[config.mk]
export PLATFORM = sky130hd
export DESIGN_NAME = dbgctl_top
export DESIGN_NICKNAME = d
export VERILOG_FILES = /design/src/rtl/dbgctl_pkg.sv /design/src/rtl/dbgctl_decode.sv /design/src/rtl/dbgctl_lock.sv /design/src/rtl/dbgctl_core_reg.sv /design/src/rtl/dbgctl_rdmux.sv /design/src/rtl/dbgctl_top.sv
export SDC_FILE = /design/constraint.sdc
export NUM_CORES = 1
export LEC_CHECK = 0
export BUFFER_PORTS_ARGS = -buffer_cell sky130_fd_sc_hd__buf_4
export CAP_MARGIN = 10
export CORE_MARGIN = 4
export CORE_UTILIZATION = 53
export CTS_CLUSTER_DIAMETER = 100
export DETAILED_ROUTE_END_ITERATION = 16
export GPL_TIMING_DRIVEN = 0
export PLACE_DENSITY_LB_ADDON = 0.05
export SYNTH_ARGS = -nofsm -noshare
export SYNTH_HDL_FRONTEND = slang
export SYNTH_SLANG_ARGS = --single-unit
[constraint.sdc]
create_clock -name pclk -period 4.6 [get_ports pclk]
set_input_delay 0.46 -clock pclk [delete_from_list [all_inputs] [get_ports pclk]]
set_output_delay 0.46 -clock pclk [all_outputs]
set_load 0.02 [all_outputs]
[src/rtl/dbgctl_pkg.sv]
package dbgctl_pkg;

   // key that opens the software lock
   localparam logic [31:0] LOCK_KEY = 32'hC5AC_CE55;

   // encoding returned by the lock-status register
   typedef enum logic [1:0] {
      LK_OPEN = 2'd1,
      LK_SHUT = 2'd3
   } lock_stat_e;

endpackage

[src/rtl/dbgctl_decode.sv]
module dbgctl_decode #(
   parameter int ADDR_W    = 12,
   parameter int NUM_CORES = 5,
   parameter int CTL_BASE  = 'h030,
   parameter int CTL_STEP  = 4,
   parameter int LOCK_OFF  = 'hFB0,
   parameter int STAT_OFF  = 'hFB4
) (
   input  logic [ADDR_W-1:0]    addr,
   output logic [NUM_CORES-1:0] ctl_hit,
   output logic                 lock_hit,
   output logic                 stat_hit
);

   localparam int LAST_CTL = CTL_BASE + CTL_STEP * (NUM_CORES - 1);

   if (LAST_CTL >= LOCK_OFF) begin : g_bad_map
      $error("control registers overlap the lock registers");
   end

   for (genvar gi = 0; gi < NUM_CORES; gi++) begin : g_hit
      localparam int OFF = CTL_BASE + CTL_STEP * gi;
      assign ctl_hit[gi] = (addr == ADDR_W'(OFF));
   end

   assign lock_hit = (addr == ADDR_W'(LOCK_OFF));
   assign stat_hit = (addr == ADDR_W'(STAT_OFF));

endmodule

[src/rtl/dbgctl_lock.sv]
module dbgctl_lock
   import dbgctl_pkg::*;
#(
   parameter int DATA_W = 32
) (
   input  logic              clk,
   input  logic              rst_n,
   input  logic              wr_lock,
   input  logic [DATA_W-1:0] wdata,
   output logic              locked,
   output lock_stat_e        status
);

   if (DATA_W != 32) begin : g_bad_w
      $error("lock key needs a 32-bit data path");
   end

   logic key_ok;
   assign key_ok = (wdata == LOCK_KEY);

   always_ff @(posedge clk or negedge rst_n) begin
      if (!rst_n) begin
         locked <= 1'b1;
      end else if (wr_lock) begin
         locked <= !key_ok;
      end
   end

   assign status = locked ? LK_SHUT : LK_OPEN;

   AST_KEY_OPENS: assert property (@(posedge clk) disable iff (!rst_n)
      (wr_lock && wdata == 32'hC5AC_CE55) |=> (status == LK_OPEN));

   AST_BADKEY_SHUTS: assert property (@(posedge clk) disable iff (!rst_n)
      (wr_lock && wdata != 32'hC5AC_CE55) |=> (status == LK_SHUT));

   AST_LOCK_HOLDS: assert property (@(posedge clk) disable iff (!rst_n)
      !wr_lock |=> $stable(locked));

endmodule

[src/rtl/dbgctl_core_reg.sv]
module dbgctl_core_reg #(
   parameter int DATA_W  = 32,
   parameter int DBG_BIT = 13,
   parameter int LP_BIT  = 21,
   parameter bit HAS_LP  = 1'b0
) (
   input  logic              clk,
   input  logic              rst_n,
   input  logic              wr_en,
   input  logic [DATA_W-1:0] wdata,
   input  logic              lp_in,
   output logic [DATA_W-1:0] rd_val,
   output logic              dbg_en
);

   if (DBG_BIT >= DATA_W || LP_BIT >= DATA_W || DBG_BIT == LP_BIT) begin : g_bad_bits
      $error("bad control bit positions");
   end

   localparam logic [DATA_W-1:0] LP_MASK  = DATA_W'(1) << LP_BIT;
   localparam logic [DATA_W-1:0] WR_MASK  = HAS_LP ? ~LP_MASK : '1;

   logic [DATA_W-1:0] q;

   always_ff @(posedge clk or negedge rst_n) begin
      if (!rst_n) begin
         q <= '0;
      end else if (wr_en) begin
         q <= wdata & WR_MASK;
      end
   end

   if (HAS_LP) begin : g_lp
      assign rd_val = (q & ~LP_MASK) | (lp_in ? LP_MASK : '0);
   end else begin : g_plain
      logic lp_unused;
      assign lp_unused = lp_in;
      assign rd_val    = q;
   end

   assign dbg_en = q[DBG_BIT];

   AST_EN_TRACKS: assert property (@(posedge clk) disable iff (!rst_n)
      wr_en |=> (dbg_en == $past(wdata[DBG_BIT])));

   AST_EN_STEADY: assert property (@(posedge clk) disable iff (!rst_n)
      !wr_en |=> $stable(dbg_en));

endmodule

[src/rtl/dbgctl_rdmux.sv]
module dbgctl_rdmux
   import dbgctl_pkg::*;
#(
   parameter int DATA_W    = 32,
   parameter int NUM_CORES = 5
) (
   input  logic [NUM_CORES-1:0]             ctl_hit,
   input  logic                             stat_hit,
   input  logic [NUM_CORES-1:0][DATA_W-1:0] ctl_val,
   input  lock_stat_e                       status,
   output logic [DATA_W-1:0]                rdata
);

   always_comb begin
      rdata = '0;
      for (int i = 0; i < NUM_CORES; i++) begin
         if (ctl_hit[i]) rdata = rdata | ctl_val[i];
      end
      if (stat_hit) rdata = rdata | DATA_W'(status);
   end

endmodule

[src/rtl/dbgctl_top.sv]
module dbgctl_top
   import dbgctl_pkg::*;
#(
   parameter int ADDR_W    = 12,
   parameter int DATA_W    = 32,
   parameter int NUM_CORES = 5,
   parameter int DBG_BIT   = 13,
   parameter int LP_BIT    = 21
) (
   input  logic                 pclk,
   input  logic                 presetn,
   input  logic                 psel,
   input  logic                 penable,
   input  logic                 pwrite,
   input  logic [ADDR_W-1:0]    paddr,
   input  logic [DATA_W-1:0]    pwdata,
   input  logic                 pdbg_i,
   input  logic                 core_lp_i,
   output logic [DATA_W-1:0]    prdata,
   output logic                 pready,
   output logic                 pslverr,
   output logic [NUM_CORES-1:0] dbg_en_o
);

   if (ADDR_W < 12) begin : g_bad_addr
      $error("window needs at least 12 address bits");
   end
   if (NUM_CORES < 1 || NUM_CORES > 32) begin : g_bad_n
      $error("NUM_CORES out of range");
   end

   logic [NUM_CORES-1:0]             ctl_hit;
   logic                             lock_hit;
   logic                             stat_hit;
   logic                             acc_wr;
   logic                             locked;
   lock_stat_e                       status;
   logic [NUM_CORES-1:0][DATA_W-1:0] ctl_val;
   logic                             ctl_wr_ok;

   assign acc_wr    = psel && penable && pwrite;
   assign ctl_wr_ok = acc_wr && (pdbg_i || !locked);

   dbgctl_decode #(
      .ADDR_W    (ADDR_W),
      .NUM_CORES (NUM_CORES)
   ) i_decode (
      .addr     (paddr),
      .ctl_hit  (ctl_hit),
      .lock_hit (lock_hit),
      .stat_hit (stat_hit)
   );

   dbgctl_lock #(
      .DATA_W (DATA_W)
   ) i_lock (
      .clk     (pclk),
      .rst_n   (presetn),
      .wr_lock (acc_wr && lock_hit),
      .wdata   (pwdata),
      .locked  (locked),
      .status  (status)
   );

   for (genvar gc = 0; gc < NUM_CORES; gc++) begin : g_core
      dbgctl_core_reg #(
         .DATA_W  (DATA_W),
         .DBG_BIT (DBG_BIT),
         .LP_BIT  (LP_BIT),
         .HAS_LP  (gc == 0)
      ) i_reg (
         .clk    (pclk),
         .rst_n  (presetn),
         .wr_en  (ctl_wr_ok && ctl_hit[gc]),
         .wdata  (pwdata),
         .lp_in  (core_lp_i),
         .rd_val (ctl_val[gc]),
         .dbg_en (dbg_en_o[gc])
      );

      AST_DBG_BYPASS: assert property (@(posedge pclk) disable iff (!presetn)
         (acc_wr && pdbg_i && ctl_hit[gc]) |=> (dbg_en_o[gc] == $past(pwdata[DBG_BIT])));
   end

   dbgctl_rdmux #(
      .DATA_W    (DATA_W),
      .NUM_CORES (NUM_CORES)
   ) i_rdmux (
      .ctl_hit  (ctl_hit),
      .stat_hit (stat_hit),
      .ctl_val  (ctl_val),
      .status   (status),
      .rdata    (prdata)
   );

   assign pready  = 1'b1;
   assign pslverr = 1'b0;

   AST_SHUT_BLOCKS_SW: assert property (@(posedge pclk) disable iff (!presetn)
      (acc_wr && !pdbg_i && locked) |=> $stable(dbg_en_o));

   AST_IDLE_STEADY: assert property (@(posedge pclk) disable iff (!presetn)
      !acc_wr |=> $stable(dbg_en_o));

endmodule

==> impl_metrics.csv, run 1 <==
group,metric,value,unit
critical_path,reg2reg_setup_slack,2.42,ns
logic_synthesis,synth_top_cell_by_area,"dfrtp_1",
critical_path,critPathMaxFanout,10,
die,num_io_pins,90,
critical_path,path_buf_inv,5,
drt,totalWireLength,18.6,mm
power_and_ir_drop,p_leak,4.42,nW
timing,slew_viol_final,0,
hold_path,hold_class,"input port to asynchronous set/reset pin",
grt,grtUsageMet1,0.316,
logic_synthesis,yosys_register_bits,160,
drt,first_iter_violations,320,
power_and_ir_drop,power.density,323,nW/um^2
cts,clock_latency,0.42,ns
timing,fmax,272,MHz
cts,cts_tree,"built",
drt,drc,0,
cts,cts_root_buf,"clkbuf_16",
cells_and_area,area_delta_synth_final,19.8,%
cts,postCtsHoldBufs,0,
drt,drt-wirelength-per-cell,22.2,microns
critical_path,startpoint_type,"input port",
timing,tightest_slew,1.05,ns
grt,grt_max_degree,82,
die,die_area,16000,sq um
grt,antenna_found_initial,0,
placed_design,place_congestion,0.840,
critical_path,crit_chain,"buf_4 -> buf_1 -> buf_1 -> clkbuf_1 -> a22oi_1 -> o32ai_1 -> buf_4",
grt,use_met3,0.0560,
cells_and_area,num_antenna_cells,0,
critical_path,required,4.14,ns
cts,cts_setup_buffers,0,
timing,min_period_over_period,0.800,
logic_synthesis,synth_nets,589,
logic_synthesis,synthTopCellsByCount,"mux2_2 (177), dfrtp_1 (159), a22oi_1 (34)",
power_and_ir_drop,p_total,2.88,mW
logic_synthesis,yosysTopAreaCellShare,0.536,
grt,grtUsageMet2,0.397,
grt,grt_overflow,0,
cts,ctsResizeCount,0,
drt,dr.pass1.iters,5,
grt,grt_pass1_wl,29.4,mm
critical_path,rr_worst_depth,4,
drt,vias,5004,
timing,hold_violations,0,
placed_design,place_area,8350,sq um
cts,numCtsBuffers,17,
logic_synthesis,yosys_warnings,0,
critical_path,critPathCaptureType,"primary output",
logic_synthesis,synth_edf_count,0,
cts,clk_pin_slew,0.06,ns
placed_design,port_buffers,86,
grt,grt_pass1_vias,5343,
logic_synthesis,ys.flop_type,"dfrtp_1",
logic_synthesis,synth_area_per_cell,13.8,sq um
cells_and_area,fin_area,8900,sq um
logic_synthesis,synth_cell_types,36,
logic_synthesis,ys_top_cells_by_area,"dfrtp_1 (54%), mux2_2 (27%), mux2i_1 (4.0%), a22oi_1 (3.4%), o22ai_1 (2.6%)",
die,row_count,43,
flow_run,drv_cap,0,
die,core-area,13800,sq um
timing,clock_skew,0.00552,ns
critical_path,critical_path_class,"input port to primary output",
critical_path,path_delay_family,"buffers and inverters",
logic_synthesis,synth_most_common_cell,"mux2_2",
timing,rsz0062_at_grt,"no",
drt,vias_per_cell,5.97,
drt,ant_nets,0,
timing,slew_headroom,0.302,
critical_path,cp_slowest_cell,"clkbuf_1",
logic_synthesis,syn_inst,538,
critical_path,critPathMaxStageDelay,0.84,ns
cts,cts.sinks,160,
critical_path,r2r_start,"i_lock.locked",
critical_path,arrival,3.22,ns
cells_and_area,drive_gt1_frac,0.473,
die,die_h,126,microns
grt,top_usage_layer,"met2",
power_and_ir_drop,vdd_drop_max,0.230,mV
timing,tns,0,ns
timing,setup_viol_count_final,0,
placed_design,dp_hpwl,12.5,mm
grt,grt_usage,0.240,
die,start_util,0.537,
cts,cts.htree.levels,4,
logic_synthesis,async_flop_share,1.00,
cells_and_area,layout.nets,696,
critical_path,crit-reg2reg-capture,"g_core[2].i_reg.rd_val[5]",
timing,fin_crit,3.68,ns
status,outcome,"complete, no violations",
cts,cts_buffer_depth,2,
die,die_x,126,microns
logic_synthesis,netlist_area,7430,sq um
logic_synthesis,ys_seq_area_frac,0.539,
per-stage QoR:
stage                util  cells  hold WS, ns  worst slack (ns)
global route        0.644    838        0.140             0.758
detailed placement  0.604    806        0.483             0.910
floorplan               -    538        0.164              1.78
finish              0.644    838       0.0835             0.921
CTS                 0.644    838        0.104             0.901
global placement    0.600    804        0.473             0.328
placed cells by master, fill, tap and decap left out, types with 2 or more instances in the layout:
master,instances
clkbuf_16,17
buf_1,9
a22o_1,12
nand2_1,7
clkbuf_8,4
clkbuf_1,26
a22oi_1,34
nor3_1,2
clkinv_2,3
buf_4,96
nor4bb_1,6
nor2b_1,3
nand3_1,4
mux2i_1,30
o22ai_1,31
dfrtp_1,159
mux2_2,177
nor2_1,4
buf_2,4
nand4_1,2
mux2_1,4
conb_1,2
registers in the layout, indices dropped and copies added, names as in the netlist:
signal,count
g_core.i_reg.q,31
i_lock.locked,1
g_core.i_reg.rd_val,128
how the worst max path moves through the flow:
stage,slack (ns),depth (start not counted),start,end
after global placement,0.33,7,paddr[6],prdata[30]
after CTS,0.90,7,paddr[2],prdata[0]
final,0.92,7,paddr[2],prdata[0]
after floorplan,1.78,5,paddr[2],prdata[0]
after detailed placement,0.91,7,paddr[2],prdata[0]
after global routing,0.76,7,paddr[2],prdata[0]
layout make-up:
| type | count | area [sq um] |
|---|---|---|
| Multi-Input combinational cell | 334 | 3220 |
| Inverter | 1 | 3.75 |
| Timing Repair Buffer | 88 | 684 |
| Fill cell | 1102 | 4920 |
| Tap cell | 180 | 225 |
| Clock inverter | 5 | 53.8 |
| Sequential cell | 160 | 4010 |
| Buffer | 43 | 204 |
| Clock buffer | 27 | 503 |
per-layer routing:
metal,routed length (microns),vias up,share of wire
met5,0,-,0
met4,318,0,0.017
met3,862,29,0.046
met2,9400,136,0.51
met1,8030,2607,0.43
li1,-,2232,-
where the power goes:
part           total, mW  switching, mW  internal [mW]
clock network       1.33          0.526          0.800
registers           1.41       0.000896           1.41
logic              0.139         0.0888         0.0500
total               2.88          0.616           2.26
cells by family after synthesis:
family          share of synthesized area
flops                               0.539
buf+inv                            0.0280
other cells                       0.00101
compound gates                     0.0808
simple gates                       0.0364
mux                                 0.315
Power figures use the tool's default switching activity.
==> inputs of run 2 (changes only) <==
==> constraint.sdc (replaced) <==
create_clock -name pclk -period 3.4 [get_ports pclk]
set_input_delay 0.34 -clock pclk [delete_from_list [all_inputs] [get_ports pclk]]
set_output_delay 0.34 -clock pclk [all_outputs]
set_load 0.02 [all_outputs]
==> run 2 against run 1 <==
  * Count of clock-buffer cells in the layout unchanged
  * Non-clock buffer count up 1
  * Total power rose by 35%
  * Die area did not move
  * Design area up 0.13%
  * Setup slack got worse by 0.74 ns
  * Final cell count grew 0.12%
  * Hold slack gained 0.10 ns
  * Global-route usage hardly changed
==> impl_metrics.csv, run 2 (synthesized netlist as in run 1, its figures left out) <==
group,metric,value,unit
placed_design,place_congestion,0.840,
critical_path,critPathCaptureType,"primary output",
timing,tightest_slew,0.905,ns
power_and_ir_drop,p_seq_frac,0.491,
drt,totalWireLength,18.6,mm
timing,slew_headroom,0.397,
die,die_x,126,microns
timing,fin_ws,0.178,ns
cts,numCtsBuffers,17,
cells_and_area,largest_reg_flops,128,
die,core-area,13800,sq um
cts,cts_tree,"built",
cells_and_area,area_delta_synth_final,20.0,%
timing,whs,0.184,ns
timing,slew_viol_final,0,
cts,clk_pin_slew,0.06,ns
timing,hold_violations,0,
timing,fin_crit,3.22,ns
power_and_ir_drop,p_leak,4.43,nW
critical_path,crit_top_cell,"buf_4",
cells_and_area,final_common_cell,"mux2_2",
cells_and_area,drive_gt1_frac,0.473,
placed_design,dp_worst_setup_slack,-0.0505,ns
cells_and_area,num_antenna_cells,0,
critical_path,crit_chain,"buf_4 -> or4_4 -> nor2_1 -> nand3_1 -> clkbuf_1 -> o22ai_1 -> buf_4",
cells_and_area,n_fill_cell,1103,
drt,dr.pass1.iters,5,
grt,grt_pass1_wl,29.4,mm
grt,grt_max_degree,82,
critical_path,critPathMaxFanout,10,
drt,vias,5080,
critical_path,cp_slowest_cell,"nand3_1",
power_and_ir_drop,switchingPower,827,uW
status,outcome,"complete, no violations",
cells_and_area,layout.nets,697,
cells_and_area,layout.cells.non_filler,839,
cells_and_area,final_cell_mix,"mux2_2 (177), dfrtp_1 (159), buf_4 (96)",
die,die_area,16000,sq um
timing,rsz0062_at_grt,"no",
drt,vias_per_cell,6.05,
power_and_ir_drop,switching_share,0.213,
cts,clock_latency,0.42,ns
critical_path,required,3.06,ns
timing,fmax,310,MHz
critical_path,critical_path_class,"input port to primary output",
critical_path,startpoint_type,"input port",
critical_path,arrival,2.88,ns
drt,drc,0,
timing,clock_skew,0.00889,ns
cts,cts_buffer_depth,2,
cts,cts_root_buf,"clkbuf_16",
hold_path,hold_class,"input port to flip-flop",
power_and_ir_drop,vdd_drop_max,0.310,mV
placed_design,dp_hpwl,12.5,mm
die,start_util,0.537,
grt,antenna_found_initial,0,
die,die_h,126,microns
cts,cts.htree.levels,4,
placed_design,dp_cells,806,
critical_path,critPathMaxStageDelay,0.62,ns
drt,ant_nets,0,
grt,grt_overflow,0,
timing,min_period_over_period,0.948,
power_and_ir_drop,clkPwrFrac,0.460,
die,row_count,43,
cts,cts.sinks,160,
drt,drt-wirelength-per-cell,22.2,microns
power_and_ir_drop,pwr-share-comb,0.048,
grt,grt_usage,0.240,
power_and_ir_drop,p_int,3.06,mW
power_and_ir_drop,power.density,436,nW/um^2
grt,grt_pass1_vias,5351,
drt,first_iter_violations,279,
die,num_io_pins,90,
timing,setup_viol_count_final,0,
placed_design,port_buffers,86,
power_and_ir_drop,p_total,3.89,mW
flow_run,drv_cap,0,
[run 2: changes by cell type in the layout (fill, tap and decap cells not counted)]
cell | before | now
clkbuf_2 | 0 | 1
dlygate4sd3_1 | 0 | 1
clkbuf_1 | 26 | 25
[run 2: worst paths after layout]
path,slack (ns),start,to,cells past startpoint
hold reg to reg,0.49,g_core[3].i_reg.rd_val[9],g_core[3].i_reg.rd_val[9],1
hold / removal,0.18,pwdata[21],g_core[1].i_reg.rd_val[21],2
max in group asynchronous,2.00,presetn,g_core[1].i_reg.rd_val[17],3
min in group asynchronous,0.54,presetn,g_core[1].i_reg.rd_val[1],2
setup reg to reg,1.22,i_lock.locked,g_core[2].i_reg.rd_val[5],4
setup / recovery,0.18,paddr[9],prdata[13],7
[run 2: power by group through the flow]
stage | logic (mW) | clock network [mW] | registers (mW)
2_1_floorplan | 0.0512 | 0 | 1.94
3_3_place_gp | 0.179 | 0 | 1.94
3_5_place_dp | 0.189 | 0 | 1.94
4_1_cts | 0.191 | 1.83 | 1.91
5_1_grt | 0.206 | 1.91 | 1.91
6_report | 0.188 | 1.79 | 1.91
[run 2: metrics by stage]
| stage | setup TNS, ns | utilization | cell area (sq um) |
|---|---|---|---|
| floorplan | 0 | - | 7430 |
| global placement | -8.65 | 0.600 | 8300 |
| global route | 0 | 0.645 | 8910 |
| finish | 0 | 0.645 | 8910 |
| detailed placement | -0.0505 | 0.604 | 8350 |
| CTS | 0 | 0.645 | 8910 |
[run 2: layer usage]
metal | GRT usage | routed length [microns] | vias to the layer above
met3 | 0.0556 | 1080 | 37
met1 | 0.317 | 7860 | 2626
met5 | 0 | 0 | -
met4 | 0.0763 | 327 | 0
li1 | - | - | 2241
met2 | 0.398 | 9340 | 176
[run 2: repair_timing]
action                                  4_1_cts  5_1_grt
endpoints found under the hold margin        49        0
buffers inserted                              0        0
hold buffers                                  1        0
gates resized for setup                       1        0
endpoints found under the setup margin        1        0
[run 2: area by class of cell]
type | instances | area [sq um] | area share
Sequential cell | 160 | 4010 | 0.449
Multi-Input combinational cell | 334 | 3220 | 0.362
Timing Repair Buffer | 89 | 694 | 0.0779
Clock buffer | 27 | 503 | 0.0564
Tap cell | 180 | 225 | 0.0253
Buffer | 43 | 205 | 0.0230
Clock inverter | 5 | 53.8 | 0.00604
Inverter | 1 | 3.75 | 0.000421
[run 2: worst max-delay path: cells and delay by family]
kind,cells,cell delay (ns)
simple gates,3,1.55
buf+inv,3,0.75
compound gates,1,0.23
==> inputs of run 3 (changes only) <==
--- a/config.mk
+++ b/config.mk
@@ -15,4 +15,5 @@
 export PLACE_DENSITY_LB_ADDON = 0.05
 export SYNTH_ARGS = -nofsm -noshare
 export SYNTH_HDL_FRONTEND = slang
+export SYNTH_HIERARCHICAL = 1
 export SYNTH_SLANG_ARGS = --single-unit
==> run 3 against run 2 <==
  * Setup slack improved by 0.23 ns
  * Utilization increased by 0.23 points
  * Non-clock buffer count increased by 2
  * Clock skew decreased by 0.0044 ns
==> impl_metrics.csv, run 3 <==
group,metric,value,unit
cts,cts_tree,"built",
power_and_ir_drop,p_seq_frac,0.471,
grt,top_usage_layer,"met2",
timing,slew_headroom,0.305,
cells_and_area,multi_input_comb_area,3300,sq um
drt,drt-wirelength-per-cell,22.5,microns
timing,slew_viol_final,0,
logic_synthesis,netlist_area,7800,sq um
cts,numCtsBuffers,17,
flow_run,drv_cap,0,
cells_and_area,final_common_cell,"dfrtp_1",
drt,dr.pass1.iters,5,
cells_and_area,seqCellArea,4010,sq um
logic_synthesis,yosysTopAreaCellShare,0.510,
logic_synthesis,synth_nets,554,
drt,first_iter_violations,431,
cts,cts.sinks,160,
cells_and_area,num_antenna_cells,0,
critical_path,critPathCaptureType,"primary output",
cts,cts_buffer_depth,2,
die,num_io_pins,90,
logic_synthesis,ys_top_cells_by_area,"dfrtp_1 (51%), mux2_4 (23%), mux2_2 (5.6%), a222oi_1 (3.9%), a22oi_1 (3.5%)",
timing,clock_skew,0.00446,ns
logic_synthesis,synth_cell_types,33,
timing,hold_violations,0,
die,row_count,44,
timing,fin_ws,0.410,ns
critical_path,critical_path_class,"input port to primary output",
grt,grtUsageMet1,0.327,
logic_synthesis,yosys_warnings,6,
critical_path,rr_worst_depth,4,
timing,min_period_over_period,0.879,
cts,cts.htree.levels,4,
critical_path,crit_chain,"buf_4 -> or4_4 -> nor4_2 -> buf_2 -> a22oi_1 -> nand2_1 -> buf_4",
cells_and_area,largest_reg_flops,128,
critical_path,required,3.06,ns
drt,ant_nets,0,
grt,grt_overflow,0,
power_and_ir_drop,vdd_drop_max,0.329,mV
die,die_x,129,microns
cts,cts_root_buf,"clkbuf_16",
logic_synthesis,yosys_register_bits,160,
power_and_ir_drop,p_total,4.05,mW
logic_synthesis,synth_most_common_cell,"dfrtp_1",
logic_synthesis,syn_inst,503,
status,outcome,"complete, no violations",
critical_path,arrival,2.65,ns
die,die_area,16700,sq um
grt,grt_pass1_wl,28.8,mm
power_and_ir_drop,power.density,433,nW/um^2
critical_path,cp_slowest_cell,"nor4_2",
cells_and_area,drive_gt1_frac,0.544,
cts,cts_setup_buffers,0,
cells_and_area,area_delta_synth_final,20.1,%
die,core-area,14500,sq um
critical_path,critPathMaxFanout,10,
power_and_ir_drop,clkPwrFrac,0.492,
hold_path,hold_class,"input port to flip-flop",
critical_path,path_buf_inv,3,
cts,clk_pin_slew,0.06,ns
logic_synthesis,async_flop_share,1.00,
power_and_ir_drop,switchingPower,826,uW
logic_synthesis,ys.flop_type,"dfrtp_1",
grt,use_met3,0.0561,
timing,whs,0.198,ns
cts,clock_latency,0.41,ns
grt,grt_usage,0.228,
logic_synthesis,synthTopCellsByCount,"dfrtp_1 (159), mux2_4 (120), mux2_2 (39)",
power_and_ir_drop,p_int,3.23,mW
critical_path,startpoint_type,"input port",
timing,setup_viol_count_final,0,
cells_and_area,n_fill_cell,1063,
cells_and_area,final_cell_mix,"dfrtp_1 (159), mux2_4 (120), buf_4 (97)",
critical_path,critPathMaxStageDelay,0.74,ns
power_and_ir_drop,p_leak,4.61,nW
placed_design,dp_hpwl,11.6,mm
drt,vias_per_cell,5.87,
timing,tns,0,ns
timing,fmax,334,MHz
timing,tightest_slew,1.04,ns
logic_synthesis,synth_edf_count,0,
placed_design,dp_cells,775,
placed_design,port_buffers,86,
drt,drc,0,
grt,antenna_found_initial,0,
grt,grt_pass1_vias,5041,
cells_and_area,layout.nets,663,
logic_synthesis,synth_top_cell_by_area,"dfrtp_1",
die,die_h,129,microns
drt,totalWireLength,18.2,mm
grt,grt_max_degree,90,
hold_path,hold_depth,2,
critical_path,path_delay_family,"simple AND/OR/NAND/NOR gates",
power_and_ir_drop,pwr-share-comb,0.037,
critical_path,cp_num_cells,7,
placed_design,dp_worst_setup_slack,0.0667,ns
logic_synthesis,synth_area_per_cell,15.5,sq um
logic_synthesis,ys_seq_area_frac,0.514,
timing,fin_crit,2.99,ns
timing,rsz0062_at_grt,"no",
critical_path,crit_top_cell,"buf_4",
placed_design,place_congestion,0.773,
grt,grtUsageMet2,0.343,
cells_and_area,layout.cells.non_filler,809,
die,start_util,0.539,
drt,vias,4749,
power_and_ir_drop,switching_share,0.204,
==> run 3: cell types whose count changed in the layout (fill, tap and decap cells not counted), moves of 5 or more <==
cell      before  now
a222oi_1       0   30
mux2_4         0  120
nand2_1        7   31
buf_2          4   10
buf_6          1   12
clkbuf_1      25    2
a22o_1        12    0
mux2i_1       30    0
buf_12         0   12
mux2_2       177   39
o22ai_1       31    0
nor4bb_1       6    1
buf_1          9    0
==> run 3: what timing repair did <==
action                                 4_1_cts  5_1_grt
setup endpoints to repair                    0        1
gates resized for setup                      0        1
hold buffers                                 1        0
endpoints found under the hold margin       70        0
==> run 3: cell families (layout without fill, tap and decap cells) <==
family          after synthesis  in the layout  share of synthesized area
flops                       160            160                      0.514
mux                         159            159                      0.287
simple gates                 68             68                     0.0584
compound gates               67             67                     0.0743
buf+inv                      46            168                     0.0650
other cells                   3              3                    0.00144
==> run 3: routing by layer <==
layer	vias to the layer above	wire, microns
li1	2111	-
met1	2476	8440
met2	137	8570
met3	25	873
met4	0	286
met5	-	0
==> run 3: layout make-up <==
| type | count | share of cell area |
|---|---|---|
| Tap cell | 184 | 0.0246 |
| Clock inverter | 11 | 0.0172 |
| Sequential cell | 160 | 0.428 |
| Multi-Input combinational cell | 297 | 0.352 |
| Timing Repair Buffer | 90 | 0.0751 |
| Inverter | 2 | 0.000801 |
| Clock buffer | 21 | 0.0492 |
| Buffer | 44 | 0.0533 |
==> run 3: worst reg2reg max path: stages (launching register included) <==
cell     delay [ns]
dfstp_2        0.37
nor2b_4        0.14
nor3b_2        0.43
buf_6          0.25
mux2_2         0.35
==> run 3: power by group through the flow <==
stage | combinational (mW) | clock (mW) | sequential [mW]
global route | 0.166 | 2.13 | 1.91
global placement | 0.138 | 0 | 1.94
detailed placement | 0.149 | 0 | 1.94
CTS | 0.151 | 2.04 | 1.91
floorplan | 0.0238 | 0 | 1.94
finish | 0.149 | 2.00 | 1.91
==> run 3: through the flow <==
stage	utilization	instance area (sq um)
2_1_floorplan	-	7800
3_3_place_gp	0.599	8670
3_5_place_dp	0.602	8720
4_1_cts	0.646	9350
5_1_grt	0.647	9370
6_report	0.647	9370
==> run 3: final timing paths <==
path                                            start  slack, ns                          to
max reg2reg                             i_lock/locked       1.73       g_core[0].i_reg/q[30]
max in group asynchronous                     presetn       2.01   g_core[4].i_reg/rd_val[6]
min in group asynchronous                     presetn       0.51  g_core[1].i_reg/rd_val[23]
min                                        pwdata[23]       0.20  g_core[3].i_reg/rd_val[23]
max                                          paddr[9]       0.41                  prdata[29]
min reg2reg                g_core[4].i_reg/rd_val[31]       0.51  g_core[4].i_reg/rd_val[31]
